===== src/rtl/pull_pkg.sv =====
package pull_pkg;

  typedef enum logic [1:0] {
    PULL_NONE = 2'd0,
    PULL_DN   = 2'd1,
    PULL_UP   = 2'd2,
    PULL_RSVD = 2'd3
  } pull_mode_e;

  localparam int BUS_W  = 32;
  localparam int LANE_W = 32;

  // Reserved code collapses to "off" when applied to a pin.
  function automatic logic [1:0] pull_effective(input logic [1:0] mode);
    return (mode == PULL_RSVD) ? PULL_NONE : mode;
  endfunction

endpackage


===== src/rtl/pull_setup_timer.sv =====
module pull_setup_timer #(
  parameter int SETUP_CYCLES = 150
) (
  input  logic clk,
  input  logic rst_n,
  input  logic restart_i,
  output logic ready_o
);
  localparam int CW = $clog2(SETUP_CYCLES + 1);
  localparam logic [CW-1:0] LIMIT = CW'(SETUP_CYCLES);

  logic [CW-1:0] cnt_q, cnt_d;

  always_comb begin
    cnt_d = cnt_q;
    if (restart_i)          cnt_d = CW'(1);
    else if (cnt_q != LIMIT) cnt_d = cnt_q + CW'(1);
  end

  // Timer starts expired so a pin can be programmed to "off" straight after reset.
  always_ff @(posedge clk or negedge rst_n) begin
    if (!rst_n) cnt_q <= LIMIT;
    else        cnt_q <= cnt_d;
  end

  assign ready_o = (cnt_q == LIMIT);

  a_r6_restart: assert property (@(posedge clk) disable iff (!rst_n)
    restart_i |=> (cnt_q == CW'(1)));
  a_r6_bounded: assert property (@(posedge clk) disable iff (!rst_n)
    cnt_q <= LIMIT);

endmodule


===== src/rtl/pull_clk_bank.sv =====
module pull_clk_bank #(
  parameter int WIDTH = 32
) (
  input  logic             clk,
  input  logic             rst_n,
  input  logic             wr_i,
  input  logic [WIDTH-1:0] wdata_i,
  output logic [WIDTH-1:0] bits_o,
  output logic [WIDTH-1:0] rise_o
);
  logic [WIDTH-1:0] bits_q, bits_d;

  always_comb begin
    bits_d = bits_q;
    rise_o = '0;
    if (wr_i) begin
      bits_d = wdata_i;
      rise_o = wdata_i & ~bits_q;
    end
  end

  always_ff @(posedge clk or negedge rst_n) begin
    if (!rst_n) bits_q <= '0;
    else        bits_q <= bits_d;
  end

  assign bits_o = bits_q;

  a_r3_hold: assert property (@(posedge clk) disable iff (!rst_n)
    !wr_i |=> $stable(bits_q));

endmodule


===== src/rtl/pull_state_array.sv =====
module pull_state_array
  import pull_pkg::*;
#(
  parameter int         NUM_PINS   = 54,
  parameter logic [1:0] RESET_PULL = 2'd1
) (
  input  logic                  clk,
  input  logic                  rst_n,
  input  logic [NUM_PINS-1:0]   rise_i,
  input  logic                  ready_i,
  input  logic [1:0]            mode_i,
  output logic [2*NUM_PINS-1:0] state_o
);
  logic [1:0] state_q [NUM_PINS];
  logic [1:0] state_d [NUM_PINS];
  logic [1:0] applied;

  assign applied = pull_effective(mode_i);

  for (genvar p = 0; p < NUM_PINS; p++) begin : g_pin
    always_comb begin
      state_d[p] = state_q[p];
      if (rise_i[p] && ready_i) state_d[p] = applied;
    end

    always_ff @(posedge clk or negedge rst_n) begin
      if (!rst_n) state_q[p] <= RESET_PULL;
      else        state_q[p] <= state_d[p];
    end

    assign state_o[2*p +: 2] = state_q[p];

    a_r5_early_ignored: assert property (@(posedge clk) disable iff (!rst_n)
      !ready_i |=> $stable(state_q[p]));
    a_r8_untouched: assert property (@(posedge clk) disable iff (!rst_n)
      !rise_i[p] |=> $stable(state_q[p]));
    a_r7_no_reserved: assert property (@(posedge clk) disable iff (!rst_n)
      (rise_i[p] && ready_i) |=> (state_q[p] != 2'b11));
  end

endmodule


===== src/rtl/pin_pull_sequencer.sv =====
module pin_pull_sequencer
  import pull_pkg::*;
#(
  parameter int         NUM_PINS     = 54,
  parameter int         SETUP_CYCLES = 150,
  parameter int         ADDR_W       = 8,
  parameter logic [1:0] RESET_PULL   = 2'd1
) (
  input  logic                  clk,
  input  logic                  rst_n,
  input  logic                  bus_wr,
  input  logic                  bus_rd,
  input  logic [ADDR_W-1:0]     bus_addr,
  input  logic [BUS_W-1:0]      bus_wdata,
  output logic [BUS_W-1:0]      bus_rdata,
  output logic [2*NUM_PINS-1:0] pull_state
);
  localparam int NUM_BANKS = (NUM_PINS + LANE_W - 1) / LANE_W;
  localparam int CTRL_OFFS = 'h94;
  localparam int CLK_OFFS  = 'h98;

  // Reset: asynchronous assertion, synchronous release.
  logic [1:0] rst_sync_q;
  logic       rst_int_n;

  always_ff @(posedge clk or negedge rst_n) begin
    if (!rst_n) rst_sync_q <= 2'b00;
    else        rst_sync_q <= {rst_sync_q[0], 1'b1};
  end
  assign rst_int_n = rst_sync_q[1];

  // Control register
  logic       ctrl_hit, ctrl_wr;
  logic [1:0] ctrl_q, ctrl_d;
  logic       setup_ready;

  assign ctrl_hit = (bus_addr == ADDR_W'(CTRL_OFFS));
  assign ctrl_wr  = bus_wr && ctrl_hit;

  always_comb begin
    ctrl_d = ctrl_q;
    if (ctrl_wr) ctrl_d = bus_wdata[1:0];
  end

  always_ff @(posedge clk or negedge rst_int_n) begin
    if (!rst_int_n) ctrl_q <= PULL_NONE;
    else            ctrl_q <= ctrl_d;
  end

  pull_setup_timer #(.SETUP_CYCLES(SETUP_CYCLES)) u_timer (
    .clk       (clk),
    .rst_n     (rst_int_n),
    .restart_i (ctrl_wr),
    .ready_o   (setup_ready)
  );

  // Per-bank clock registers
  logic [NUM_PINS-1:0] rise_all;
  logic [BUS_W-1:0]    bank_word [NUM_BANKS];
  logic [NUM_BANKS-1:0] bank_hit;

  for (genvar b = 0; b < NUM_BANKS; b++) begin : g_bank
    localparam int BW = ((NUM_PINS - LANE_W*b) > LANE_W) ? LANE_W : (NUM_PINS - LANE_W*b);
    logic [BW-1:0] bits;
    logic [BW-1:0] rise;

    assign bank_hit[b] = (bus_addr == ADDR_W'(CLK_OFFS + 4*b));

    pull_clk_bank #(.WIDTH(BW)) u_bank (
      .clk     (clk),
      .rst_n   (rst_int_n),
      .wr_i    (bus_wr && bank_hit[b]),
      .wdata_i (bus_wdata[BW-1:0]),
      .bits_o  (bits),
      .rise_o  (rise)
    );

    assign rise_all[LANE_W*b +: BW] = rise;

    if (BW == BUS_W) begin : g_full
      assign bank_word[b] = bits;
    end else begin : g_part
      assign bank_word[b] = {{(BUS_W-BW){1'b0}}, bits};
    end
  end

  pull_state_array #(.NUM_PINS(NUM_PINS), .RESET_PULL(RESET_PULL)) u_state (
    .clk     (clk),
    .rst_n   (rst_int_n),
    .rise_i  (rise_all),
    .ready_i (setup_ready),
    .mode_i  (ctrl_q),
    .state_o (pull_state)
  );

  // Read path: control and clock registers only, pin state stays hidden.
  logic [BUS_W-1:0] rd_next, rdata_q, rdata_d;

  always_comb begin
    rd_next = '0;
    if (ctrl_hit) rd_next = {{(BUS_W-2){1'b0}}, ctrl_q};
    for (int b = 0; b < NUM_BANKS; b++) begin
      if (bank_hit[b]) rd_next = bank_word[b];
    end
  end

  always_comb begin
    rdata_d = rdata_q;
    if (bus_rd) rdata_d = rd_next;
  end

  always_ff @(posedge clk or negedge rst_int_n) begin
    if (!rst_int_n) rdata_q <= '0;
    else            rdata_q <= rdata_d;
  end

  assign bus_rdata = rdata_q;

  a_r9_unmapped_zero: assert property (@(posedge clk) disable iff (!rst_int_n)
    (bus_rd && !ctrl_hit && (bank_hit == '0)) |=> (bus_rdata == '0));
  a_r2_ctrl_store: assert property (@(posedge clk) disable iff (!rst_int_n)
    ctrl_wr |=> (ctrl_q == $past(bus_wdata[1:0])));

endmodule


===== config.mk =====
export PLATFORM = sky130hd
export DESIGN_NAME = pin_pull_sequencer
export DESIGN_NICKNAME = d
export VERILOG_FILES = /design/src/rtl/pull_pkg.sv /design/src/rtl/pull_setup_timer.sv /design/src/rtl/pull_clk_bank.sv /design/src/rtl/pull_state_array.sv /design/src/rtl/pin_pull_sequencer.sv
export SDC_FILE = /design/constraint.sdc
export NUM_CORES = 1
export LEC_CHECK = 0
export ABC_CLOCK_PERIOD_IN_PS = 6000
export BUFFER_PORTS_ARGS = -buffer_cell sky130_fd_sc_hd__buf_2
export CAP_MARGIN = 20
export CORE_MARGIN = 4
export CORE_UTILIZATION = 25
export CTS_CLUSTER_SIZE = 30
export DETAILED_ROUTE_END_ITERATION = 6
export GPL_TIMING_DRIVEN = 0
export SLEW_MARGIN = 20
export SYNTH_ARGS = -nofsm -noshare
export SYNTH_HDL_FRONTEND = slang
export SYNTH_HIERARCHICAL = 1
export SYNTH_SLANG_ARGS = --single-unit
export TNS_END_PERCENT = 100

===== constraint.sdc =====
create_clock -name clk -period 6 [get_ports clk]
set_clock_uncertainty 0.15 [all_clocks]
set_input_delay 0.6 -clock clk [delete_from_list [all_inputs] [get_ports clk]]
set_output_delay 0.6 -clock clk [all_outputs]
set_load 0.01 [all_outputs]

Word level (Yosys, flattened, before mapping)
Index checks and enable logic that the tools add are counted.
Storage, ports and cells
  register bits: 206
  bits of input ports: 44
  output and inout bits: 140
  logic and storage cells: 137
Cells by class
  $add $sub $neg: 1
  eq/ne operators: 6
  muxes and demuxes: 8
  bitwise operators: 4
  reductions and logical operators: 58
Operator list (count)
  32-bit two-way mux: 3
  1-bit logical AND: 57
  32-bit bitwise AND: 1
  8-bit equality test (second input constant): 4
  32-bit NOT: 1
  22-bit bitwise AND: 1
  22-bit two-way mux: 1
  22-bit NOT: 1
  8-bit two-way mux: 2
  8-bit by 1-bit adder with 8-bit output (second input constant): 1
  8-bit inequality test (second input constant): 1
  2-bit two-way mux: 2
  2-bit equality test (second input constant): 1
  2-bit nonzero test: 1

Longest topological paths before layout
Gate-level depths: netlist of run 1.
  depth after elaboration: 4
  depth in mapped cells: 10
  depth with buffers taken out: 6

Hierarchy
The synthesis of run 1 kept the hierarchy.
By module, submodules not included
  pull_state_array: instances 1, cells an instance 290, area each 4331.7 µm²
  pin_pull_sequencer: instances 1, cells an instance 182, area each 1806.7 µm²
  pull_clk_bank (g_bank[0].u_bank): instances 1, cells an instance 103, area each 1627.8 µm²
  pull_clk_bank (g_bank[1].u_bank): instances 1, cells an instance 71, area each 1114.8 µm²
  pull_setup_timer: instances 1, cells an instance 43, area each 442.9 µm²

Worst setup path before layout of run 1
Ideal clock, no wire load.
  path type: in2reg
  start: in bus_addr[5]
  end: reg u_state.state_q (netlist bit u_state/state_o[59])
  data arrival time: 2.193 ns
  data required time: 5.723 ns
  setup slack: 3.529 ns
  cell stages on the path: 9
  path buffers: 3
  cells stage by stage: nor4b_4 > nand3_1 > buf_6 > nor2_1 > buf_6 > clkbuf_2 > and3b_1 > nand2_1 > mux2_1
On the way
  word-level cells in the longest chain between the ends: 4
RTL lines
  from (decl): RTL line pin_pull_sequencer.sv:13  | input logic [ADDR_W-1:0] bus_addr,
  8-bit equality test: RTL line pin_pull_sequencer.sv:67  | assign bank_hit[b] = (bus_addr == ADDR_W'(CLK_OFFS + 4*b));
  1-bit logical AND: RTL line pin_pull_sequencer.sv:72  | .wr_i (bus_wr && bank_hit[b]),
  32-bit two-way mux: RTL line pull_clk_bank.sv:16  | if (wr_i) begin
  net g_bank[0].rise[29]: RTL line pin_pull_sequencer.sv:65  | logic [BW-1:0] rise;
  1-bit logical AND: RTL line pull_state_array.sv:23  | if (rise_i[p] && ready_i) state_d[p] = applied;
  to (signal, indexed assignment): RTL line pull_state_array.sv:28  | else state_q[p] <= state_d[p];
  to (decl): RTL line pull_state_array.sv:14  | logic [1:0] state_q [NUM_PINS];
The timed path passes the listed nets, and every way through them passes these cells.
A chain may end at the register's enable or synchronous reset.

Worst setup path in the final report of run 1
  start: in bus_addr[5]
  end: reg u_state.state_q (netlist bit u_state/state_o[89])
On the way
  word-level cells in the longest chain between the ends: 4
RTL lines (RTL line)
  8-bit equality test: pin_pull_sequencer.sv:67
  1-bit logical AND: pin_pull_sequencer.sv:72
  22-bit two-way mux: pull_clk_bank.sv:16
  net g_bank[1].rise[12]: pin_pull_sequencer.sv:65
  1-bit logical AND: pull_state_array.sv:23
The timed path passes the listed nets, and every way through them passes these cells.

==> results.yml, run 1 <==
placed_design:
  hpwl_um: 19200
  port_buffers: 181
  gp_congestion: 0.693
yosys:
  synth_nets: 735
  synth_cell_types: 37
  yosysWarnings: 6
  synthesis.area_um2: 9320
  ys_seq_area_share_pct: 56.1
  ys_ff_latch: 206
  synth_cells: 689
  avgSynthCellArea_um2: 13.5
power_and_ir_drop:
  p_total_mw: 3.41
  p_leak_nw: 5.96
  powerDensity_nw_per_um2: 288
  ir_drop_uv: 197
setup_path:
  r2r_slack_ns: 3.51
  critPathBufInv: 4
  crit_top_cell: "buf_2"
  reg2reg_depth: 7
  slowest_stage: "nor4b_4"
  critPathTopFamily: "simple AND/OR/NAND/NOR gates"
  path_class: "in -> reg"
  path_max_fanout: 10
  worst_setup_path_start_kind: "input pin"
  worst_ep_required_time_ns: 6.25
  cpPeakStageDelay_ns: 0.43
  cp_cell_sequence: "buf_2 > nor4b_4 > nand3_2 > buf_2 > nor2_1 > buf_6 > clkbuf_2 > and3b_1 > nand2_1 > mux2_1"
  rr_endpoint: "u_state/state_o[73]$_DFFE_PN0P_"
  rr_startpoint: "u_timer/cnt_q[1]$_DFFE_PN1P_"
  cp.arrival_ns: 2.92
  worst_setup_path_end_kind: "flip-flop"
sta:
  tightest_slew_ns: 0.704
  relSlewSlack_pct: 53.1
  rsz0062_at_grt: "false"
  fmax_mhz: 375
  fin_crit_sh_pct: 44.4
  fin_crit_ns: 2.67
  finalSetupViolCount: 0
  hold_viol: 0
  fin_tns_setup_ns: 0
  drv_slew: 0
run_status:
  status: "completed"
floorplan:
  chipHeight_um: 201
  io_pins: 184
  fp-row-count: 70
  core_um2: 36700
  die-area_um2: 40400
  start_util_pct: 25.4
  fp.dieW_um: 201
drt:
  routedWlPerCell_um: 19.2
  via_per_inst: 4.42
  vias: 6148
  routed_wl_um: 26600
  drtPass1Iterations: 4
  final_antenna_net_count: 0
  drtIter0Drc: 317
  drc: 0
cells_and_area:
  final_layout_size_suffix_gt1_share_pct: 54.8
  syn_to_final_growth_pct: 27.2
  final_util_pct: 32.3
  mostFrequentLayoutCells: "buf_2 (195), dfrtp_1 (147), mux2_2 (129)"
  layout_commonest_cell: "buf_2"
  final.fill_count: 3719
  nets: 949
global_route:
  grt_pass1_wl_um: 41500
  grt_max_degree: 57
  grt_pass1_vias: 6675
  antenna_found_initial: 5
  grt-ovfl-total: 0
  grt_use_total_pct: 13.1
run:
  maxCapViolations: 0
clock_tree:
  worstSkewPairLatency_ns: 0.53
  clock-sinks: 206
  htreeDepth: 1
  tritoncts: "built"
  postCtsResizedCells: 0
  cts_root_buf: "clkbuf_16"
  cts_buffers: 26
  cts_buffer_depth: 3
  path_clk_slew_ns: 0.06
worst_hold_path:
  hold_path_class: "reg -> async"
metrics by stage:
step | hold slack (ns) | instance area [µm²] | worst slack [ns] | cells
after floorplan | 0.154 | 9330 | 2.51 | 689
after global placement | 0.188 | 10800 | 1.01 | 1338
after detailed placement | 0.0130 | 10900 | 2.77 | 1342
after CTS | 0.0191 | 11900 | 3.33 | 1390
after global routing | 0.0216 | 11900 | 3.20 | 1390
final | 0.0104 | 11900 | 3.33 | 1391
per-layer routing:
layer / track usage, % / wire length [µm] / up-vias
li1: - / - / 2821
met3: 3.58 / 1850 / 41
met1: 17.8 / 12000 / 3128
met4: 2.58 / 378 / 8
met2: 21.1 / 12400 / 150
met5: 0 / 36 / -
how the worst max path moves through the flow:
| stage | startpoint | to | slack [ns] | depth (start not counted) |
|---|---|---|---|---|
| 4_1_cts | bus_addr[5] | u_state/state_o[89]$_DFFE_PN0P_ | 3.33 | 10 |
| 3_3_place_gp | rst_sync_q[1]$_DFF_PN0_ | u_state/state_o[33]$_DFFE_PN0P_ | 1.01 | 0 |
| 2_1_floorplan | rst_sync_q[1]$_DFF_PN0_ | bus_rdata[0]$_DFFE_PN0P_ | 2.51 | 0 |
| 5_1_grt | bus_addr[5] | u_state/state_o[89]$_DFFE_PN0P_ | 3.20 | 10 |
| 3_5_place_dp | bus_addr[5] | u_state/state_o[89]$_DFFE_PN0P_ | 2.77 | 10 |
| 6_report | bus_addr[5] | u_state/state_o[89]$_DFFE_PN0P_ | 3.33 | 10 |
synthesized netlist by cell type:
cell type | instances | area (µm²)
mux2i_1 | 1 | 10.0
a21oi_1 | 3 | 15.0
or3_1 | 4 | 25.0
nor4b_4 | 2 | 47.6
buf_1 | 2 | 7.51
buf_2 | 14 | 70.1
and3b_1 | 55 | 482
o21ai_0 | 4 | 20.0
dfstp_2 | 58 | 1520
and3_4 | 1 | 11.3
buf_12 | 3 | 60.1
nand3b_1 | 1 | 7.51
nor2b_1 | 4 | 25.0
mux2_2 | 129 | 1450
conb_1 | 1 | 3.75
nand3_1 | 5 | 25.0
a22oi_1 | 2 | 15.0
xor2_1 | 1 | 8.76
buf_4 | 4 | 30.0
mux2_1 | 9 | 101
nand3_2 | 1 | 10.0
clkbuf_2 | 5 | 25.0
nand4b_2 | 1 | 15.0
dfrtp_1 | 148 | 3700
nor2_1 | 8 | 30.0
nand4_1 | 1 | 6.26
o21a_1 | 1 | 7.51
clkbuf_1 | 5 | 18.8
and2b_1 | 1 | 7.51
buf_6 | 9 | 101
ha_1 | 2 | 25.0
inv_1 | 34 | 128
o22ai_2 | 2 | 25.0
buf_8 | 2 | 30.0
nand2_1 | 87 | 327
mux2_4 | 49 | 736
o22ai_1 | 30 | 188
state kept, by name, indices dropped and copies added, names as in the netlist:
| register | flops |
|---|---|
| u_state/state_o | 108 |
| g_bank.u_bank/bits_o | 54 |
| bus_rdata | 32 |
| u_timer/cnt_q | 8 |
| ctrl_q | 2 |
| rst_sync_q | 2 |
cells by family after synthesis:
kind of cell               Yosys count  share of synthesized area, %
buffers and inverters               78                          5.05
DFF                                206                          56.1
adders and majority gates            2                         0.268
AOI/OAI and AO/OA                   42                          2.90
and+or+nand+nor                    171                          10.9
other                                1                        0.0402
muxes                              188                          24.7
xor gates and xnor gates             1                        0.0940
where the power goes:
group          switching (mW)  internal (mW)
Clock                   0.609           1.07
Combinational           0.122          0.107
Sequential             0.0508           1.45
Total                   0.782           2.63
worst reg2reg max path, stage by stage, from the launching register on:
cell      delay, ns
dfstp_2        0.56
ha_1           0.17
nand4b_2       0.13
nor4b_4        0.38
buf_4          0.32
buf_6          0.19
nand2_1        0.14
mux2_1         0.33
final cells by class:
class                   count  area, µm²  share of cell area [%]
multi-input cells         405       3630                    30.6
inverters                  34        128                    1.08
well taps                 468        586                    4.94
clock buffers              38        747                    6.30
diodes                      1       2.50                  0.0211
clock inverters             9        175                    1.48
repair buffers            186       1020                    8.59
plain buffers              44        343                    2.89
flip-flops and latches    206       5230                    44.1
repair_timing:
action,in CTS,in global routing
hold buffers,1,0
buffers inserted,0,0
hold endpoints to repair,2,0
(Power assumes the default switching activity.)
==> inputs of run 2 (changes only) <==
Settings changed: ABC_CLOCK_PERIOD_IN_PS 6000 to 2150.
Clock period 6 ns to 2.15 ns, I/O delays scaled along.
==> run 2 against run 1 <==
Net effect: critical path type is now reg -> reg; count of clock-buffer cells in the layout decreased by 4; the run now ends with negative setup slack left; first-iteration DRC count decreased by 10%; worst hold slack better by 0.017 ns; highest routed layer unchanged.
==> results.yml, run 2 (synthesis gave the netlist of run 1 again) <==
sta:
  tightest_slew_ns: 0.693
  drv_slew: 0
  fin_crit_sh_pct: 100
  fmax_mhz: 464
  fin_tns_setup_ns: -0.00764
  rsz0062_at_grt: "true"
  worst_slack_ns: -0.00510
  fin_crit_ns: 2.16
  hold_viol: 0
  finalSetupViolCount: 2
  relSlewSlack_pct: 53.8
global_route:
  grt_pass1_wl_um: 42800
  grt-ovfl-total: 0
  use_met1_pct: 18.6
  antenna_found_initial: 3
  grt_util_met3_pct: 3.59
  grt_max_degree: 53
  grt_pass1_vias: 6822
  use_met2_pct: 21.7
  grt_most_used_layer: "met2"
  grt_use_total_pct: 13.6
drt:
  via_per_inst: 4.38
  drtPass1Iterations: 4
  vias: 6304
  routedWlPerCell_um: 19.3
  final_antenna_net_count: 0
  drc: 0
  drtIter0Drc: 284
  routed_wl_um: 27700
floorplan:
  core_um2: 36700
  chipHeight_um: 201
  die-area_um2: 40400
  fp.dieW_um: 201
  start_util_pct: 25.4
  io_pins: 184
  fp-row-count: 70
power_and_ir_drop:
  p_leak_nw: 6.41
  powerDensity_nw_per_um2: 785
  ir_drop_uv: 567
setup_path:
  worst_setup_path_start_kind: "flip-flop"
  cpPeakStageDelay_ns: 0.55
  cp_cell_sequence: "ha_4 > nand4b_4 > nor4b_4 > buf_6 > buf_12 > buf_16 > nand2_8 > mux2_4"
  cp.arrival_ns: 2.42
  reg2reg_depth: 8
  slowest_stage: "dfstp_2"
  path_class: "reg -> reg"
  worst_setup_path_end_kind: "flip-flop"
  rr_endpoint: "u_state/state_o[73]$_DFFE_PN0P_"
  path_max_fanout: 6
  r2r_slack_ns: -0.005
  rr_startpoint: "u_timer/cnt_q[1]$_DFFE_PN1P_"
  worst_ep_required_time_ns: 2.42
cells_and_area:
  antennaDiodeCount: 0
  largest_reg_flops: 108
  final_layout_size_suffix_gt1_share_pct: 57.5
  final.fill_count: 3608
  layout_commonest_cell: "buf_2"
  syn_to_final_growth_pct: 35.4
  nets: 996
  mostFrequentLayoutCells: "buf_2 (195), dfrtp_1 (147), mux2_2 (128)"
run_status:
  status: "finished with violations"
  violations: "negative setup slack"
clock_tree:
  cts_root_buf: "clkbuf_16"
  htreeDepth: 1
  cts_buffers: 26
  cts_buffer_depth: 3
  clock-sinks: 206
  path_clk_slew_ns: 0.06
  tritoncts: "built"
  worstSkewPairLatency_ns: 0.54
worst_hold_path:
  hold_path_class: "reg -> async"
placed_design:
  dp_slack_ns: -0.667
  hpwl_um: 19300
  gp_congestion: 0.696
  port_buffers: 181
run:
  maxCapViolations: 0
## run 2: cell types whose count changed in the layout (fill, tap and decap cells not counted), moves of 4 or more
| cell | previous run | this run |
|---|---|---|
| nand2_2 | 0 | 20 |
| nand2_4 | 0 | 9 |
| buf_8 | 2 | 6 |
| nand2_1 | 87 | 57 |
| dlygate4sd3_1 | 1 | 38 |
| buf_4 | 4 | 9 |
| clkbuf_1 | 13 | 7 |
## run 2: metal layers
layer | wire, µm | part of all wire [%] | vias to the layer above
met3 | 1560 | 5.6 | 47
li1 | - | - | 2908
met5 | 13 | 0.047 | -
met2 | 12700 | 46 | 170
met4 | 617 | 2.2 | 2
met1 | 12900 | 46 | 3177
## run 2: through the flow
stage	std cells	hold WS, ns	power [mW]	utilization, %	instance area, µm²
after floorplan	689	-0.231	4.65	-	9330
after global placement	1338	-0.150	4.85	29.5	10800
after detailed placement	1342	-0.147	4.90	29.8	10900
after CTS	1439	0.0399	10.1	34.3	12600
after global routing	1438	0.0554	10.4	34.4	12600
final	1438	0.0273	9.91	34.4	12600
## run 2: area by class of cell
| cell class | count | area [µm²] | share of cell area [%] |
|---|---|---|---|
| repair buffers | 237 | 1590 | 12.6 |
| inverters | 34 | 128 | 1.01 |
| multi-input cells | 405 | 3790 | 30.1 |
| flip-flops and latches | 206 | 5230 | 41.4 |
| clock buffers | 34 | 752 | 5.96 |
| plain buffers | 40 | 310 | 2.46 |
| well taps | 468 | 586 | 4.64 |
| clock inverters | 14 | 233 | 1.84 |
## run 2: where the power goes
group	total, mW	switching [mW]	internal, mW	leakage, nW
combinational	0.747	0.373	0.374	3.29
clock	4.96	1.78	3.18	0.480
sequential	4.21	0.161	4.04	2.64
total	9.91	2.31	7.60	6.41
## run 2: worst max-delay path by stage
stage / from / to
6_report: u_timer/cnt_q[1]$_DFFE_PN1P_ / u_state/state_o[73]$_DFFE_PN0P_
5_1_grt: bus_addr[1] / u_state/state_o[73]$_DFFE_PN0P_
4_1_cts: u_timer/cnt_q[1]$_DFFE_PN1P_ / u_state/state_o[39]$_DFFE_PN0P_
3_5_place_dp: bus_addr[5] / u_state/state_o[89]$_DFFE_PN0P_
3_3_place_gp: rst_sync_q[1]$_DFF_PN0_ / u_state/state_o[47]$_DFFE_PN0P_
2_1_floorplan: rst_sync_q[1]$_DFF_PN0_ / bus_rdata[0]$_DFFE_PN0P_
## run 2: repair_timing
item	in CTS	in global routing
gates resized for setup	45	22
gates cloned	3	1
pin swaps	1	2
buffers inserted	10	2
setup endpoints to repair	108	92
endpoints found under the hold margin	63	0
hold buffers	38	0
## run 2: worst max-delay path, delay by kind of cell (launching register included)
kind / cells / cell delay (ns)
and+or+nand+nor: 3 / 0.43
buffers and inverters: 3 / 0.46
adders and majority gates: 1 / 0.14
muxes: 1 / 0.29
DFF: 1 / 0.55
==> inputs of run 3 (changes only) <==
Settings changed: CORE_MARGIN 4 to 2, CORE_UTILIZATION 25 to 50, PLACE_DENSITY set to 0.76.
==> run 3 against run 2 <==
Net effect: the flow still finishes with violations (negative setup slack); register-to-register slack is essentially flat; critical path depth unchanged; cell area is 4.1% lower; combinational power is 1% lower; critical endpoint is now u_state/state_o[27]$_DFFE_PN0P_; fmax rose by 0.21%.
==> results.yml, run 3 (synthesis gave the netlist of run 1 again) <==
run_status:
  status: "finished with violations"
  violations: "negative setup slack"
global_route:
  grt_max_degree: 59
  grt_pass1_vias: 6612
  grt_use_total_pct: 22.9
  antenna_found_initial: 0
  grt-ovfl-total: 0
  grt_pass1_wl_um: 35900
setup_path:
  r2r_slack_ns: -0.0006
  path_class: "reg -> reg"
  cp.arrival_ns: 2.38
  path_max_fanout: 5
  worst_ep_required_time_ns: 2.38
  worst_setup_path_start_kind: "flip-flop"
  worst_setup_path_end_kind: "flip-flop"
power_and_ir_drop:
  switchingPower_mw: 2.04
  ir_drop_uv: 774
  combPwrFrac_pct: 8.5
  p_int_mw: 6.69
  p_seq_share_pct: 48.2
  power.clock.fraction_pct: 43.3
  powerDensity_nw_per_um2: 720
  p_leak_nw: 6.34
  switching_share_pct: 23.3
sta:
  worst_slack_ns: -0.000640
  tightest_slew_ns: 0.689
  drv_slew: 0
  fin_crit_sh_pct: 100
  finalSetupViolCount: 1
  fin_crit_ns: 2.15
  relSlewSlack_pct: 54.1
  fin_tns_setup_ns: -0.000640
  fmax_mhz: 465
  holdWs_ns: 0.0920
  rsz0062_at_grt: "true"
  hold_viol: 0
placed_design:
  port_buffers: 181
  hpwl_um: 14900
  placed_cells: 1102
  gp_congestion: 0.807
cells_and_area:
  final_layout_size_suffix_gt1_share_pct: 57.4
  layout_commonest_cell: "buf_2"
  largest_reg_flops: 108
  nets: 994
  syn_to_final_growth_pct: 29.8
  antennaDiodeCount: 0
  mostFrequentLayoutCells: "buf_2 (196), dfrtp_1 (147), mux2_2 (129)"
  final_util_pct: 66.7
  instances_no_fill: 1193
clock_tree:
  path_clk_slew_ns: 0.06
  htreeDepth: 1
  clock-sinks: 206
  cts_buffer_depth: 3
  tritoncts: "built"
  worstSkewPairLatency_ns: 0.50
  cts_buffers: 23
  cts_root_buf: "clkbuf_16"
drt:
  final_antenna_net_count: 0
  vias: 6324
  drtPass1Iterations: 6
  routed_wl_um: 22700
  via_per_inst: 5.30
  drtIter0Drc: 290
  routedWlPerCell_um: 19.0
  drc: 0
worst_hold_path:
  hold_path_class: "in -> reg"
floorplan:
  start_util_pct: 51.4
  fp-row-count: 49
  die-area_um2: 19800
  core_um2: 18100
  io_pins: 184
  fp.dieW_um: 141
  chipHeight_um: 141
run:
  maxCapViolations: 0
## run 3: per-stage QoR
stage	power, mW	instance area, µm²	setup slack [ns]
after global placement	4.83	10500	-0.802
final	8.72	12100	-0.000640
after CTS	8.78	11900	-0.0165
after global routing	9.09	12100	-0.0582
after detailed placement	4.87	10600	-0.503
after floorplan	4.65	9330	-0.0658
## run 3: power by group through the flow
stage	clock network (mW)	registers (mW)	logic (mW)
floorplan	0	4.26	0.391
detailed placement	0	4.26	0.610
global route	4.04	4.23	0.822
CTS	3.86	4.21	0.713
global placement	0	4.31	0.514
finish	3.78	4.21	0.738
## run 3: critical path: stages, from the launching register on
cell and delay, ns:
dfstp_2 0.55, ha_4 0.14, nand4b_4 0.10, nor4b_4 0.28, buf_6 0.19, buf_12 0.14
clkbuf_16 0.15, nand2_2 0.06, mux2_2 0.26
## run 3: what timing repair did
| item | CTS | global route |
|---|---|---|
| gates cloned | 1 | 3 |
| buffers inserted | 6 | 3 |
| hold endpoints to repair | 63 | 0 |
| resized for setup | 37 | 34 |
| pin swaps | 1 | 1 |
| hold buffers | 38 | 0 |
| endpoints found under the setup margin | 108 | 94 |
## run 3: layer usage
layer	GRT usage [%]	vias up	part of all wire (%)
met2	37.8	174	48
met4	6.58	0	2.0
met3	4.62	24	6.4
met1	30.9	3217	44
met5	0	-	0
li1	-	2909	-
## run 3: layout make-up
type | count | area, µm²
Clock buffer | 35 | 671
Fill cell | 1327 | 6040
Multi-Input combinational cell | 405 | 3800
Timing Repair Buffer | 234 | 1550
Sequential cell | 206 | 5230
Clock inverter | 6 | 55.1
Buffer | 44 | 385
Tap cell | 229 | 287
Inverter | 34 | 128
## run 3: worst paths after layout
path | cells past startpoint | start | end
worst max-delay path | 8 | u_timer/cnt_q[1]$_DFFE_PN1P_ | u_state/state_o[27]$_DFFE_PN0P_
max in group asynchronous | 2 | rst_sync_q[1]$_DFF_PN0_ | u_state/state_o[38]$_DFFE_PN1P_
min in group asynchronous | 0 | rst_sync_q[1]$_DFF_PN0_ | u_state/state_o[63]$_DFFE_PN0P_
worst max register to register | 8 | u_timer/cnt_q[1]$_DFFE_PN1P_ | u_state/state_o[27]$_DFFE_PN0P_
worst min-delay path | 4 | bus_addr[3] | bus_rdata[0]$_DFFE_PN0P_
worst min register to register | 0 | rst_sync_q[0]$_DFF_PN0_ | rst_sync_q[1]$_DFF_PN0_
